## src/rtl/crd_pkg.sv

```systemverilog
package crd_pkg;

    localparam int unsigned DEV_BITS = 8;

    typedef enum logic [2:0] {
        ST_IDLE,
        ST_LOAD,
        ST_RECOV,
        ST_SETUP,
        ST_SHIFT,
        ST_DONE
    } crd_state_e;

    typedef struct packed {
        logic ld_n;
        logic ce_n;
    } crd_pins_t;

    // Bits needed to hold the value v (at least one).
    function automatic int unsigned cnt_width(input int unsigned v);
        return (v < 2) ? 1 : $clog2(v + 1);
    endfunction

    function automatic int unsigned max3(input int unsigned a,
                                         input int unsigned b,
                                         input int unsigned c);
        int unsigned m;
        m = (a > b) ? a : b;
        return (m > c) ? m : c;
    endfunction

    // Device-side strobe levels for each sequencer state.
    function automatic crd_pins_t pins_for(input crd_state_e s);
        crd_pins_t p;
        p.ld_n = 1'b1;
        p.ce_n = 1'b1;
        case (s)
            ST_LOAD:  p.ld_n = 1'b0;
            ST_SETUP: p.ce_n = 1'b0;
            ST_SHIFT: p.ce_n = 1'b0;
            default:  ;
        endcase
        return p;
    endfunction

endpackage

```

## src/rtl/crd_interval.sv

```systemverilog
module crd_interval #(
    parameter int unsigned CW = 4
) (
    input  logic          clk,
    input  logic          rst,
    input  logic          load,
    input  logic [CW-1:0] load_val,
    output logic          expired
);
    logic [CW-1:0] cnt_q;

    always_ff @(posedge clk) begin
        if (rst) begin
            cnt_q <= '0;
        end else if (load) begin
            cnt_q <= load_val;
        end else if (cnt_q != '0) begin
            cnt_q <= cnt_q - 1'b1;
        end
    end

    assign expired = (cnt_q == '0);
endmodule

```

## src/rtl/crd_sclk_gen.sv

```systemverilog
module crd_sclk_gen
    import crd_pkg::*;
#(
    parameter int unsigned HALF_CYC = 2
) (
    input  logic clk,
    input  logic rst,
    input  logic run,
    output logic sclk,
    output logic rise_next,
    output logic fall_next
);
    localparam int unsigned PW = cnt_width(HALF_CYC - 1);
    localparam logic [PW-1:0] PH_LAST = PW'(HALF_CYC - 1);

    logic [PW-1:0] ph_q;
    logic          sclk_q;
    logic          phase_end;

    assign phase_end = (ph_q == PH_LAST);
    assign rise_next = run && !sclk_q && phase_end;
    assign fall_next = run && sclk_q && phase_end;

    always_ff @(posedge clk) begin
        if (rst || !run) begin
            ph_q   <= '0;
            sclk_q <= 1'b0;
        end else if (phase_end) begin
            ph_q   <= '0;
            sclk_q <= ~sclk_q;
        end else begin
            ph_q   <= ph_q + 1'b1;
        end
    end

    assign sclk = sclk_q;
endmodule

```

## src/rtl/crd_collect.sv

```systemverilog
module crd_collect
    import crd_pkg::*;
#(
    parameter int unsigned W = 16
) (
    input  logic         clk,
    input  logic         rst,
    input  logic         clear,
    input  logic         sample,
    input  logic         sdi,
    output logic [W-1:0] word,
    output logic         full
);
    localparam int unsigned BW = cnt_width(W);
    localparam logic [BW-1:0] BITS_ALL = BW'(W);

    logic [W-1:0]  sh_q;
    logic [BW-1:0] n_q;

    always_ff @(posedge clk) begin
        if (rst || clear) begin
            sh_q <= '0;
            n_q  <= '0;
        end else if (sample) begin
            sh_q <= {sh_q[W-2:0], sdi};
            n_q  <= n_q + 1'b1;
        end
    end

    assign word = sh_q;
    assign full = (n_q == BITS_ALL);
endmodule

```

## src/rtl/chain_reader.sv

```systemverilog
module chain_reader
    import crd_pkg::*;
#(
    parameter int unsigned N_DEV     = 2,
    parameter int unsigned HALF_CYC  = 2,
    parameter int unsigned LOAD_CYC  = 3,
    parameter int unsigned REC_CYC   = 2,
    parameter int unsigned SETUP_CYC = 2
) (
    input  logic                        clk,
    input  logic                        rst,
    input  logic                        start_i,
    input  logic                        sdi_i,
    output logic                        busy_o,
    output logic                        done_o,
    output logic [N_DEV*DEV_BITS-1:0]   data_o,
    output logic                        ld_n_o,
    output logic                        ce_n_o,
    output logic                        sclk_o
);
    localparam int unsigned W  = N_DEV * DEV_BITS;
    localparam int unsigned CW = cnt_width(max3(LOAD_CYC, REC_CYC, SETUP_CYC));
    localparam logic [CW-1:0] LOAD_V  = CW'(LOAD_CYC - 1);
    localparam logic [CW-1:0] REC_V   = CW'(REC_CYC - 1);
    localparam logic [CW-1:0] SETUP_V = CW'(SETUP_CYC - 1);

    crd_state_e    state_q, state_n;
    crd_pins_t     pins_q;
    logic          iv_load, iv_expired;
    logic [CW-1:0] iv_val;
    logic          rise_next, fall_next, sclk_int;
    logic          col_clear, col_full;
    logic [W-1:0]  col_word;
    logic [W-1:0]  data_q;
    logic          busy_q, done_q;

    crd_interval #(.CW(CW)) u_iv (
        .clk      (clk),
        .rst      (rst),
        .load     (iv_load),
        .load_val (iv_val),
        .expired  (iv_expired)
    );

    crd_sclk_gen #(.HALF_CYC(HALF_CYC)) u_gen (
        .clk       (clk),
        .rst       (rst),
        .run       (state_q == ST_SHIFT),
        .sclk      (sclk_int),
        .rise_next (rise_next),
        .fall_next (fall_next)
    );

    crd_collect #(.W(W)) u_col (
        .clk    (clk),
        .rst    (rst),
        .clear  (col_clear),
        .sample (rise_next),
        .sdi    (sdi_i),
        .word   (col_word),
        .full   (col_full)
    );

    assign col_clear = (state_q == ST_IDLE) && start_i;

    always_comb begin
        state_n = state_q;
        iv_load = 1'b0;
        iv_val  = '0;
        case (state_q)
            ST_IDLE: if (start_i) begin
                state_n = ST_LOAD;
                iv_load = 1'b1;
                iv_val  = LOAD_V;
            end
            ST_LOAD: if (iv_expired) begin
                state_n = ST_RECOV;
                iv_load = 1'b1;
                iv_val  = REC_V;
            end
            ST_RECOV: if (iv_expired) begin
                state_n = ST_SETUP;
                iv_load = 1'b1;
                iv_val  = SETUP_V;
            end
            ST_SETUP: if (iv_expired) state_n = ST_SHIFT;
            ST_SHIFT: if (fall_next && col_full) state_n = ST_DONE;
            ST_DONE:  state_n = ST_IDLE;
            default:  state_n = ST_IDLE;
        endcase
    end

    always_ff @(posedge clk) begin
        if (rst) begin
            state_q <= ST_IDLE;
            pins_q  <= '{ld_n: 1'b1, ce_n: 1'b1};
            busy_q  <= 1'b0;
            done_q  <= 1'b0;
            data_q  <= '0;
        end else begin
            state_q <= state_n;
            pins_q  <= pins_for(state_n);
            busy_q  <= (state_n != ST_IDLE);
            done_q  <= (state_n == ST_DONE);
            if (state_q == ST_SHIFT && state_n == ST_DONE) data_q <= col_word;
        end
    end

    assign busy_o = busy_q;
    assign done_o = done_q;
    assign data_o = data_q;
    assign ld_n_o = pins_q.ld_n;
    assign ce_n_o = pins_q.ce_n;
    assign sclk_o = sclk_int;
endmodule

```

## config.mk

```make
export PLATFORM = sky130hd
export DESIGN_NAME = chain_reader
export DESIGN_NICKNAME = d
export VERILOG_FILES = /design/src/rtl/crd_pkg.sv /design/src/rtl/crd_interval.sv /design/src/rtl/crd_sclk_gen.sv /design/src/rtl/crd_collect.sv /design/src/rtl/chain_reader.sv
export SDC_FILE = /design/constraint.sdc
export NUM_CORES = 1
export LEC_CHECK = 0
export ABC_AREA = 1
export BUFFER_PORTS_ARGS = -buffer_cell sky130_fd_sc_hd__clkbuf_2
export CAP_MARGIN = 10
export CORE_MARGIN = 2
export CORE_UTILIZATION = 50
export DETAILED_ROUTE_END_ITERATION = 7
export MAX_ROUTING_LAYER = met4
export PLACE_DENSITY = 0.73
export SLEW_MARGIN = 20
export SYNTH_ARGS = -nofsm -noshare
export SYNTH_HDL_FRONTEND = slang
export SYNTH_SLANG_ARGS = --single-unit
```

## constraint.sdc

```tcl
create_clock -name clk -period 1.5 [get_ports clk]
set_input_delay 0.075 -clock clk [delete_from_list [all_inputs] [get_ports clk]]
set_output_delay 0.075 -clock clk [all_outputs]
set_load 0.05 [all_outputs]
```

Word-level counts from Yosys, hierarchy flattened

Cells that the tools add are included.

Memories: 0
Register bits: 48
Bits of input ports: 4
RAM bits: 0
Output and inout port bits: 21
Latch bits: 0
Memory bits (read-only): 0
Word-level logic and storage cells: 59

Equal/unequal tests: 9
Divide/modulo/power cells: 0
Bitwise gates (word level): 1
$mul: 0
Mux-type cells: 16
Order comparisons: 0
Add/subtract/negate cells: 3
Shifts and indexed selects: 0
Reduce and logical (&&, ||, !) cells: 19

Operators with widths:

| cell                                                | number |
|---|---|
| two-way mux 3 bit                                   | 5 |
| case mux 3 bit (5 select lines)                     | 1 |
| equality test 3 x 2 -> 1 bit, second input constant | 3 |
| equality test 3 bit, second input constant          | 3 |
| logical AND 1 bit                                   | 7 |
| equality test 3 x 1 -> 1 bit, second input constant | 2 |
| two-way mux 2 bit                                   | 3 |
| OR reduction 2 bit                                  | 3 |
| adder 5 x 1 -> 5 bit, second input constant         | 1 |
| equality test 5 bit, second input constant          | 1 |
| two-way mux 1 bit                                   | 5 |
| case mux 2 bit (2 select lines)                     | 1 |
| nonzero test 2 bit                                  | 2 |
| logical NOT 3 bit                                   | 1 |
| nonzero test 3 bit                                  | 1 |
| logical NOT 1 bit                                   | 2 |
| logical NOT 2 bit                                   | 1 |
| logical OR 1 bit                                    | 2 |
| case mux 1 bit (2 select lines)                     | 1 |
| subtractor 2 x 1 -> 2 bit, second input constant    | 1 |
| adder 1 bit, second input constant                  | 1 |
| NOT 1 bit                                           | 1 |

Depth between registers and ports, before layout

Gate-level depths: netlist of run 1.

Depth after elaboration: 9
Depth in mapped cells: 10
Mapped depth without buffers: 9

Modules after synthesis

From an unflattened synthesis of run 1, not the netlist that was laid out.

Cells, all modules: 254
Area, all modules: 2028.2 um^2

Modules (own cells, without submodules):

| module       | cells an instance | times used | area an instance (um^2) | seq. area each (um^2) |
|---|---|---|---|---|
| chain_reader | 123               | 1          | 999.7                   | 460.4 |
| crd_collect  | 103               | 1          | 827.0                   | 420.4 |
| crd_interval | 17                | 1          | 113.9                   | 40.0 |
| crd_sclk_gen | 11                | 1          | 87.6                    | 40.0 |

Worst setup path before layout of run 1

Ideal clock, no wire load.

Kind: flip-flop to flip-flop
Start: register u_gen.sclk_q, in the netlist u_gen.sclk
End: register data_q[7], in the netlist data_o[7]
Path buffers: 1
Period minus slack after synthesis: 1700 ps
Stages on the path, launching flop included: 7
Data arrival time: 1567 ps
Path slack: -200 ps
Data required time: 1368 ps
Cell sequence: dfxtp_1 > nand2_1 > nor3_4 > nand2_4 > buf_6 > nand2_1 > a21oi_1

Longest elaborated chain between the ends: 7

RTL lines:

| element                         | RTL line            | text |
|---|---|---|
| from (decl)                     | crd_sclk_gen.sv:17  | `logic sclk_q;` |
| from (signal assigned)          | crd_sclk_gen.sv:30  | `sclk_q <= ~sclk_q;` |
| logical AND 1 bit (2 in series) | crd_sclk_gen.sv:22  | `assign fall_next = run && sclk_q && phase_end;` |
| logical AND 1 bit               | chain_reader.sv:87  | `ST_SHIFT: if (fall_next && col_full) state_n = ST_DONE;` |
| two-way mux 3 bit               | chain_reader.sv:87  |  |
| case mux 3 bit (5 select lines) | chain_reader.sv:70  | `case (state_q)` |
| equality test 3 bit             | chain_reader.sv:105 | `if (state_q == ST_SHIFT && state_n == ST_DONE) data_q <= col_word;` |
| logical AND 1 bit               | chain_reader.sv:105 |  |
| to (signal assigned)            | chain_reader.sv:105 |  |
| to (decl)                       | chain_reader.sv:34  | `logic [W-1:0] data_q;` |

Every way passes these cells.
A chain may end at the register's enable or synchronous reset.

Final worst setup path of run 1

Start: register u_col.n_q[0]
End: register data_q[6], in the netlist data_o[6]

Longest elaborated chain between the ends: 6

RTL lines:

| element                         | RTL line            | text |
|---|---|---|
| from (decl)                     | crd_collect.sv:18   | `logic [BW-1:0] n_q;` |
| from (signal assigned)          | crd_collect.sv:26   | `n_q <= n_q + 1'b1;` |
| equality test 5 bit             | crd_collect.sv:31   | `assign full = (n_q == BITS_ALL);` |
| logical AND 1 bit               | chain_reader.sv:87  |  |
| two-way mux 3 bit               | chain_reader.sv:87  |  |
| case mux 3 bit (5 select lines) | chain_reader.sv:70  |  |
| equality test 3 bit             | chain_reader.sv:105 |  |
| logical AND 1 bit               | chain_reader.sv:105 |  |

Every way passes these cells.

==> impl_metrics.tcl, run 1 <==
set metrics [dict create \
    ys_seq_elements 48 \
    crit_path_frequent_cell "sky130_fd_sc_hd__nand2_1" \
    antenna-diode-count 0 \
    synth_cell_type_count 26 \
    grt_remaining_overflow 0 \
    min_period_over_period_pct 95.4 \
    dpl.cell_count 315 \
    rsz0062_at_grt "true" \
    max_slew.worst_pin.slew_ns 0.320 \
    floorplan.rows 22 \
    syn-cell-area_um2 1890 \
    synthFlopType "sky130_fd_sc_hd__dfxtp_1" \
    power.ir.vdd_worst_uv 654 \
    gp_congestion 0.799 \
    finalWorstPathRequiredPeriod_ns 1.43 \
    final-instance-count-excl-fill 327 \
    grt_antenna_before_repair 0 \
    area.growth.synth_to_final_pct 17.9 \
    dr_total_vias 1677 \
    synth_edf_count 0 \
    grt_util_overall_pct 20.8 \
    maxSlewViolCount 0 \
    outcome "finished clean" \
    grt_pass1_wl_um 6800 \
    start_util_pct 51.7 \
    average_cell_area_after_synthesis_um2 7.76 \
    setup_violations 0 \
    grt_start_max_net_pins 23 \
    pwr-share-clk_pct 29.6 \
    synthesis.instances 244 \
    critical_path_peak_fanout 9 \
    cts_tree "yes" \
    setup.worst_path.class "flop to flop" \
    slew_headroom_pct 78.6 \
    chipHeight_um 65.5 \
    die_area_um2 4290 \
    synth.yosys.warnings 0 \
    syn-num-nets 251 \
    layout_commonest_cell "sky130_fd_sc_hd__nand2_1" \
    setup.worst_path.end_class "flop" \
    postRouteAntennaNets 0 \
    seq_area_um2 963 \
    root_buffer "sky130_fd_sc_hd__clkbuf_8" \
    hold_path_class "input port to flop" \
    synth_async_sr_flop_share_pct 0 \
    cts-htree-levels 2 \
    grt_pass1_vias 1550 \
    worst_ep_arrival_time_ns 1.62 \
    p_per_area_nw_per_um2 1190 \
    floorplan.io_pins 25 \
    clock_latency_ns 0.30 \
    detail_route.iter0.violations 116 \
    cts_buffers 5 \
    floorplan.die.width_um 65.5 \
    holdWs_ns 0.00660 \
    mostFrequentLayoutCells "sky130_fd_sc_hd__nand2_1, sky130_fd_sc_hd__dfxtp_1, sky130_fd_sc_hd__a21oi_1" \
    routedWlPerCell_um 12.2 \
    power.share.combinational_pct 18.4 \
    fill_cells 358 \
    sequentialPowerShare_pct 51.9 \
    drc_errors 0 \
    core_region_area_um2 3660 \
    p_total_uw 2650 \
    numPortBuffers 24 \
    skew_ns 0.00745 \
    cts.hold.buffers_added 0 \
    finalHoldViolations 0 \
    ctsLongestPathBuffers 2 \
    route.detailed.vias_per_inst 5.13 \
    p_leak_uw 0.000869 \
    postRouteWirelength_um 3990 \
    cts.sinks 48 \
    required_ns 1.69 \
    internal_pwr_total_uw 1870 \
    first_pass_iters 5 \
    crit_path_start_kind "flop" \
    layout-drive-gt1-share_pct 19.4 \
    timing.fmax_mhz 698 \
    critical-path-slowest-cell "sky130_fd_sc_hd__dfxtp_2" \
    netSwitchingFraction_pct 29.2 \
    path_cells "inv_1, ha_1, nand2_1, nor3_4, buf_6, nand2_4, nand2_1, a21oi_1" \
    max_capacitance_violation_total 0 \
    total_switching_power_uw 772 \
    multi_input_area_um2 817 \
    clk_pin_slew_worst_paths_ns 0.08 \
    dp.final_hpwl_um 2670 \
    final_net_count 285 \
    worst_path_max_stage_delay_ns 0.34 \
    seq_area_frac_synth_pct 50.8 \
]
-- sequential cells by signal, indices dropped and copies added (netlist names) --
name and count:
ld_n_o 1, state_q 3, data_o 16, u_iv.cnt_q 2
busy_o 1, done_o 1, ce_n_o 1, u_col.n_q 5
u_gen.sclk 1, u_col.word 16, u_gen.ph_q 1
-- metal layers --
layer / wire (µm) / vias up / global-route usage, %
met3: 243 / 8 / 4.28
met4: 64 / 0 / 10.4
met5: 0 / - / -
li1: - / 863 / -
met1: 1830 / 761 / 26.5
met2: 1860 / 45 / 31.5
-- power groups by stage --
stage | sequential [µW] | combinational, µW | clock (µW)
global placement | 1400 | 465 | 0
CTS | 1380 | 479 | 803
finish | 1370 | 488 | 784
detailed placement | 1410 | 476 | 0
floorplan | 1490 | 267 | 0
global route | 1380 | 550 | 858
-- timing repair --
item / CTS / global route
setup endpoints to repair: 1 / 18
resized for setup: 1 / 6
cloned: 0 / 2
setup buffers: 0 / 2
pin swaps: 0 / 3
-- stage by stage --
step	TNS, ns	cell area [µm²]	worst slack (ns)	util [%]
6_report	0	2230	0.0683	61.0
5_1_grt	-0.351	2230	-0.0416	61.0
4_1_cts	0	2190	0.0291	59.9
3_5_place_dp	0	2100	0.0135	57.2
3_3_place_gp	0	2100	0.104	57.2
2_1_floorplan	0	1890	0.0191	-
-- worst max-delay path: cells and delay by family (launching register included) --
family          cells  cell delay [ns]
fa+ha+maj           1             0.16
simple gates        4             0.54
buf+inv             2             0.23
flops               1             0.34
compound gates      1             0.06
-- cell type report --
type | instances | area share (%)
multi-input combinational | 170 | 36.6
inverter | 16 | 2.69
clock inverter | 1 | 0.336
sequential | 48 | 43.2
tap | 48 | 2.69
timing repair buffer | 37 | 10.7
clock buffer | 7 | 3.87
-- logic make-up after synthesis --
group | after synthesis | share of synthesized area [%]
simple gates | 119 | 27.4
compound gates | 44 | 11.8
xor+xnor | 3 | 1.39
buf+inv | 27 | 6.67
fa+ha+maj | 3 | 1.98
flops | 48 | 50.8
-- synth_stat cells, types with 3 or more instances --
library cell	n	area [µm²]
sky130_fd_sc_hd__a21oi_1	37	185
sky130_fd_sc_hd__clkbuf_1	3	11.3
sky130_fd_sc_hd__inv_1	14	52.6
sky130_fd_sc_hd__dfxtp_1	48	961
sky130_fd_sc_hd__ha_1	3	37.5
sky130_fd_sc_hd__o21ai_0	5	25.0
sky130_fd_sc_hd__nor3_1	3	15.0
sky130_fd_sc_hd__nor2_1	14	52.6
sky130_fd_sc_hd__nand2_1	69	259
sky130_fd_sc_hd__buf_2	5	25.0
sky130_fd_sc_hd__nand3_1	25	125
-- final timing paths --
check | from | end | slack [ns] | depth (start not counted)
worst min register to register | data_o[8] | data_o[8] | 0.46 | 2
worst max register to register | u_col.n_q[0] | data_o[6] | 0.07 | 8
worst min-delay path | sdi_i | u_col.word[0] | 0.007 | 3
worst max-delay path | u_col.n_q[0] | data_o[6] | 0.07 | 8
Note: power is estimated with default switching activity, not from simulation.
==> inputs of run 2 (changes only) <==
--- a/config.mk
+++ b/config.mk
@@ -6,11 +6,11 @@
 export NUM_CORES = 1
 export LEC_CHECK = 0
 export ABC_AREA = 1
-export BUFFER_PORTS_ARGS = -buffer_cell sky130_fd_sc_hd__clkbuf_2
 export CAP_MARGIN = 10
 export CORE_MARGIN = 2
-export CORE_UTILIZATION = 50
+export CORE_UTILIZATION = 55
 export DETAILED_ROUTE_END_ITERATION = 7
+export DONT_BUFFER_PORTS = 1
 export MAX_ROUTING_LAYER = met4
 export PLACE_DENSITY = 0.73
 export SLEW_MARGIN = 20
==> impl_metrics.tcl, run 2 (synthesis gave the netlist of run 1 again) <==
set metrics [dict create \
    ctsLongestPathBuffers 2 \
    fill_cells 295 \
    preCtsSetupSlack_ns 0.0621 \
    min_period_over_period_pct 96.2 \
    routedWlPerCell_um 11.9 \
    critical-path-slowest-cell "sky130_fd_sc_hd__dfxtp_1" \
    dp.final_hpwl_um 2380 \
    layout_commonest_cell "sky130_fd_sc_hd__nand2_1" \
    numPortBuffers 0 \
    grt_pass1_wl_um 6400 \
    postPlaceCellArea_um2 2080 \
    sequentialPowerShare_pct 59.9 \
    finalHoldViolations 0 \
    final-instance-count-excl-fill 320 \
    first_pass_iters 4 \
    cts_buffers 5 \
    grt_util_overall_pct 21.2 \
    cts-htree-levels 2 \
    path_cells "inv_1, ha_2, nand2_1, nor3_4, buf_12, buf_4, nand3_1, a21oi_1" \
    clk_pin_slew_worst_paths_ns 0.13 \
    route.detailed.vias_per_inst 5.31 \
    maxSlewViolCount 0 \
    netSwitchingFraction_pct 30.5 \
    setup.worst_path.class "flop to flop" \
    cts_tree "yes" \
    outcome "finished clean" \
    floorplan.rows 21 \
    chipHeight_um 62.7 \
    final_critical_path_setup_slack_ns 0.0567 \
    max_capacitance_violation_total 0 \
    worst_ep_arrival_time_ns 1.75 \
    hold_path_class "input port to flop" \
    grt_remaining_overflow 0 \
    postRouteWirelength_um 3820 \
    core_region_area_um2 3310 \
    grt_pass1_vias 1478 \
    total_switching_power_uw 754 \
    drc_errors 0 \
    detail_route.iter0.violations 62 \
    setup.worst_path.end_class "flop" \
    skew_ns 0.00896 \
    slew_headroom_pct 47.1 \
    grt_start_max_net_pins 23 \
    start_util_pct 57.2 \
    gp_congestion 0.856 \
    required_ns 1.80 \
    area.growth.synth_to_final_pct 21.0 \
    antenna-diode-count 0 \
    crit_path_start_kind "flop" \
    dr_total_vias 1700 \
    grt_antenna_before_repair 0 \
    layout-drive-gt1-share_pct 18.2 \
    p_per_area_nw_per_um2 1080 \
    power.share.combinational_pct 14.4 \
    worst_path_max_stage_delay_ns 0.34 \
    pwr-share-clk_pct 25.7 \
    p_leak_uw 0.000870 \
    finalWorstPathRequiredPeriod_ns 1.44 \
    floorplan.io_pins 25 \
    die_area_um2 3930 \
    internal_pwr_total_uw 1710 \
    postRouteAntennaNets 0 \
    root_buffer "sky130_fd_sc_hd__clkbuf_4" \
    timing.fmax_mhz 693 \
    clock_latency_ns 0.37 \
    max_slew.worst_pin.slew_ns 0.793 \
    power.ir.vdd_worst_uv 551 \
    setup_violations 0 \
    final_design_area_no_fill_um2 2290 \
    final_net_count 280 \
    p_total_uw 2470 \
    dpl.cell_count 302 \
    mostFrequentLayoutCells "sky130_fd_sc_hd__nand2_1, sky130_fd_sc_hd__dfxtp_1, sky130_fd_sc_hd__a21oi_1" \
    holdWs_ns 0.0314 \
    critical_path_peak_fanout 8 \
    cts.sinks 48 \
    floorplan.die.width_um 62.7 \
]
==> run 2: worst max-delay path: cells and delay by family, from the launching register on <==
kind                     cells  cell delay, ns
AO/OA/AOI/OAI                1            0.15
adder cells (fa/ha/maj)      1            0.18
buffers and inverters        3            0.38
flip-flops                   1            0.34
AND/OR/NAND/NOR              3            0.34
==> run 2: what timing repair did <==
item | 4_1_cts | 5_1_grt
gates resized for setup | 0 | 14
endpoints found under the setup margin | 0 | 41
setup buffers | 0 | 4
hold buffers | 4 | 1
hold endpoints to repair | 28 | 1
==> run 2: metal layers <==
metal	share of wire (%)	track usage, %
met3	5.2	4.32
met2	46	31.6
met5	0	-
met1	46	27.5
met4	2.2	10.8
==> run 2: power groups by stage <==
stage / registers (µW) / clock network [µW] / logic, µW
2_1_floorplan: 1490 / 0 / 267
3_3_place_gp: 1500 / 0 / 321
3_5_place_dp: 1500 / 0 / 324
4_1_cts: 1470 / 637 / 338
5_1_grt: 1490 / 700 / 416
6_report: 1480 / 634 / 355
==> run 2: metrics by stage <==
| step | setup TNS [ns] | utilization [%] |
|---|---|---|
| 5_1_grt | -0.0606 | 69.2 |
| 3_3_place_gp | 0 | 62.9 |
| 4_1_cts | 0 | 66.0 |
| 2_1_floorplan | 0 | - |
| 3_5_place_dp | 0 | 62.9 |
| 6_report | 0 | 69.2 |
==> run 2: worst paths after layout <==
path,from,to,slack [ns],cells past startpoint
max,u_col.n_q[1],data_o[6],0.06,8
min reg2reg,data_o[10],data_o[10],0.47,2
min,start_i,u_iv.cnt_q[1],0.03,4
max reg2reg,u_col.n_q[1],data_o[6],0.06,8
==> run 2: final cells by class <==
class                   count  area, µm²  area share (%)
repair buffers             32        299            13.1
flip-flops and latches     48        966            42.2
clock buffers               7       55.1            2.40
well taps                  46       57.6            2.51
multi-input cells         170        843            36.8
clock inverters             1       7.51           0.328
inverters                  16       62.6            2.73
==> inputs of run 3 (changes only) <==
--- a/config.mk
+++ b/config.mk
@@ -13,6 +13,7 @@
 export DONT_BUFFER_PORTS = 1
 export MAX_ROUTING_LAYER = met4
 export PLACE_DENSITY = 0.73
+export RECOVER_POWER = 25
 export SLEW_MARGIN = 20
 export SYNTH_ARGS = -nofsm -noshare
 export SYNTH_HDL_FRONTEND = slang
==> constraint.sdc (replaced) <==
create_clock -name clk -period 1.5 [get_ports clk]
set_input_delay 0.075 -clock clk [delete_from_list [all_inputs] [get_ports clk]]
set_output_delay 0.075 -clock clk [all_outputs]
set_load 0.1 [all_outputs]
==> impl_metrics.tcl, run 3 (synthesis gave the netlist of run 1 again) <==
set metrics [dict create \
    fill_cells 309 \
    root_buffer "sky130_fd_sc_hd__clkbuf_4" \
    detail_route.iter0.violations 73 \
    worst_ep_arrival_time_ns 1.68 \
    worst_path_max_stage_delay_ns 0.36 \
    outcome "finished clean" \
    mostFrequentLayoutCells "sky130_fd_sc_hd__nand2_1, sky130_fd_sc_hd__dfxtp_1, sky130_fd_sc_hd__a21oi_1" \
    crit-reg2reg-launch "u_col.n_q[1]" \
    finalHoldViolations 0 \
    grt_remaining_overflow 0 \
    grt_util_overall_pct 21.0 \
    power.ir.vdd_worst_uv 636 \
    routedWlPerCell_um 12.3 \
    grt_antenna_before_repair 0 \
    setup_violations 0 \
    dpl.cell_count 306 \
    critical-path-slowest-cell "sky130_fd_sc_hd__dfxtp_2" \
    die_area_um2 3930 \
    route.met3.wl_um 167 \
    skew_ns 0.00416 \
    floorplan.io_pins 25 \
    drc_errors 0 \
    cts_buffers 5 \
    p_per_area_nw_per_um2 1150 \
    preCtsSetupSlack_ns 0.0640 \
    multi_input_area_um2 835 \
    slew_headroom_pct 44.0 \
    clk_pin_slew_worst_paths_ns 0.13 \
    first_pass_iters 4 \
    path_cells "inv_2, ha_4, nand2_2, nor3_4, buf_6, nand2_2, nand2_1, a21oi_1" \
    chipHeight_um 62.7 \
    start_util_pct 57.2 \
    final_critical_path_setup_slack_ns 0.0485 \
    crit_path_frequent_cell "sky130_fd_sc_hd__nand2_2" \
    setup.worst_path.class "flop to flop" \
    final_net_count 284 \
    cts_tree "yes" \
    top_layer "met4" \
    p_leak_uw 0.000869 \
    seq_area_um2 968 \
    ctsLongestPathBuffers 2 \
    timing.fmax_mhz 689 \
    timing.critical_path.from "u_col.n_q[1]" \
    grt_start_max_net_pins 23 \
    cts-htree-levels 2 \
    critical_path_peak_fanout 8 \
    gp_congestion 0.822 \
    clock_latency_ns 0.36 \
    crit_path_start_kind "flop" \
    layout-drive-gt1-share_pct 19.8 \
    final-instance-count-excl-fill 324 \
    hold_start "start_i" \
    route.detailed.vias_per_inst 5.22 \
    core_region_area_um2 3310 \
    maxSlewViolCount 0 \
    worst-path-buf-inv 2 \
    layout_commonest_cell "sky130_fd_sc_hd__nand2_1" \
    hold_path_class "input port to flop" \
    numPortBuffers 0 \
    dp.final_hpwl_um 2400 \
    grt_pass1_wl_um 6440 \
    setup.worst_path.end_class "flop" \
    max_slew.worst_pin.slew_ns 0.838 \
    max_capacitance_violation_total 0 \
    routed-wl-met2_um 1910 \
    cts.sinks 48 \
    floorplan.rows 21 \
    dr_total_vias 1692 \
    wl_met1_um 1870 \
    grt_pass1_vias 1493 \
    crit_family "simple AND/OR/NAND/NOR gates" \
    postRouteAntennaNets 0 \
    postRouteWirelength_um 3980 \
    required_ns 1.72 \
    min_period_over_period_pct 96.8 \
    antenna-diode-count 0 \
    finalWorstPathRequiredPeriod_ns 1.45 \
    floorplan.die.width_um 62.7 \
    area.growth.synth_to_final_pct 18.7 \
]
## run 3: worst paths after layout
path	endpoint	slack, ns	depth (start not counted)
max reg2reg	data_o[0]	0.05	8
min reg2reg	data_o[9]	0.47	2
min	u_iv.cnt_q[1]	0.05	4
max	data_o[0]	0.05	8
## run 3: worst register-to-register path, delay by kind of cell (launching register included)
family	cells	cell delay, ns
AO/OA/AOI/OAI	1	0.06
adder cells (fa/ha/maj)	1	0.14
buffers and inverters	2	0.23
flip-flops	1	0.36
AND/OR/NAND/NOR	4	0.54
## run 3: final cells by class
type                    instances  area share, %
flip-flops and latches         48           43.1
well taps                      46           2.56
inverters                      16           2.90
multi-input cells             170           37.1
clock inverters                 1          0.278
repair buffers                 36           11.6
clock buffers                   7           2.45
## run 3: metal layers
layer	global-route usage, %	vias to the layer above
li1	-	867
met5	-	-
met2	32.4	37
met4	8.06	0
met1	26.3	784
met3	5.77	4
## run 3: power by group
part	leakage, µW	total, µW	switching [µW]	internal, µW
Clock	0.0000358	619	387	232
Combinational	0.000443	586	421	165
Sequential	0.000390	1370	35.3	1340
## run 3: what timing repair did
action / in CTS / in global routing
resized for setup: 0 / 14
setup buffers: 0 / 4
hold endpoints to repair: 28 / 0
setup endpoints to repair: 0 / 37
hold buffers: 4 / 0
## run 3: through the flow
stage / hold WS, ns / instance area [µm²] / TNS (ns) / power (µW) / utilization, %
final: 0.0517 / 2250 / 0 / 2580 / 67.9
after global routing: 0.0664 / 2250 / -0.265 / 2720 / 67.9
after detailed placement: 0.148 / 2100 / 0 / 1970 / 63.5
after floorplan: 0.143 / 1900 / 0 / 1850 / -
after global placement: 0.145 / 2100 / 0 / 1950 / 63.5
after CTS: 0.0382 / 2200 / 0 / 2590 / 66.6
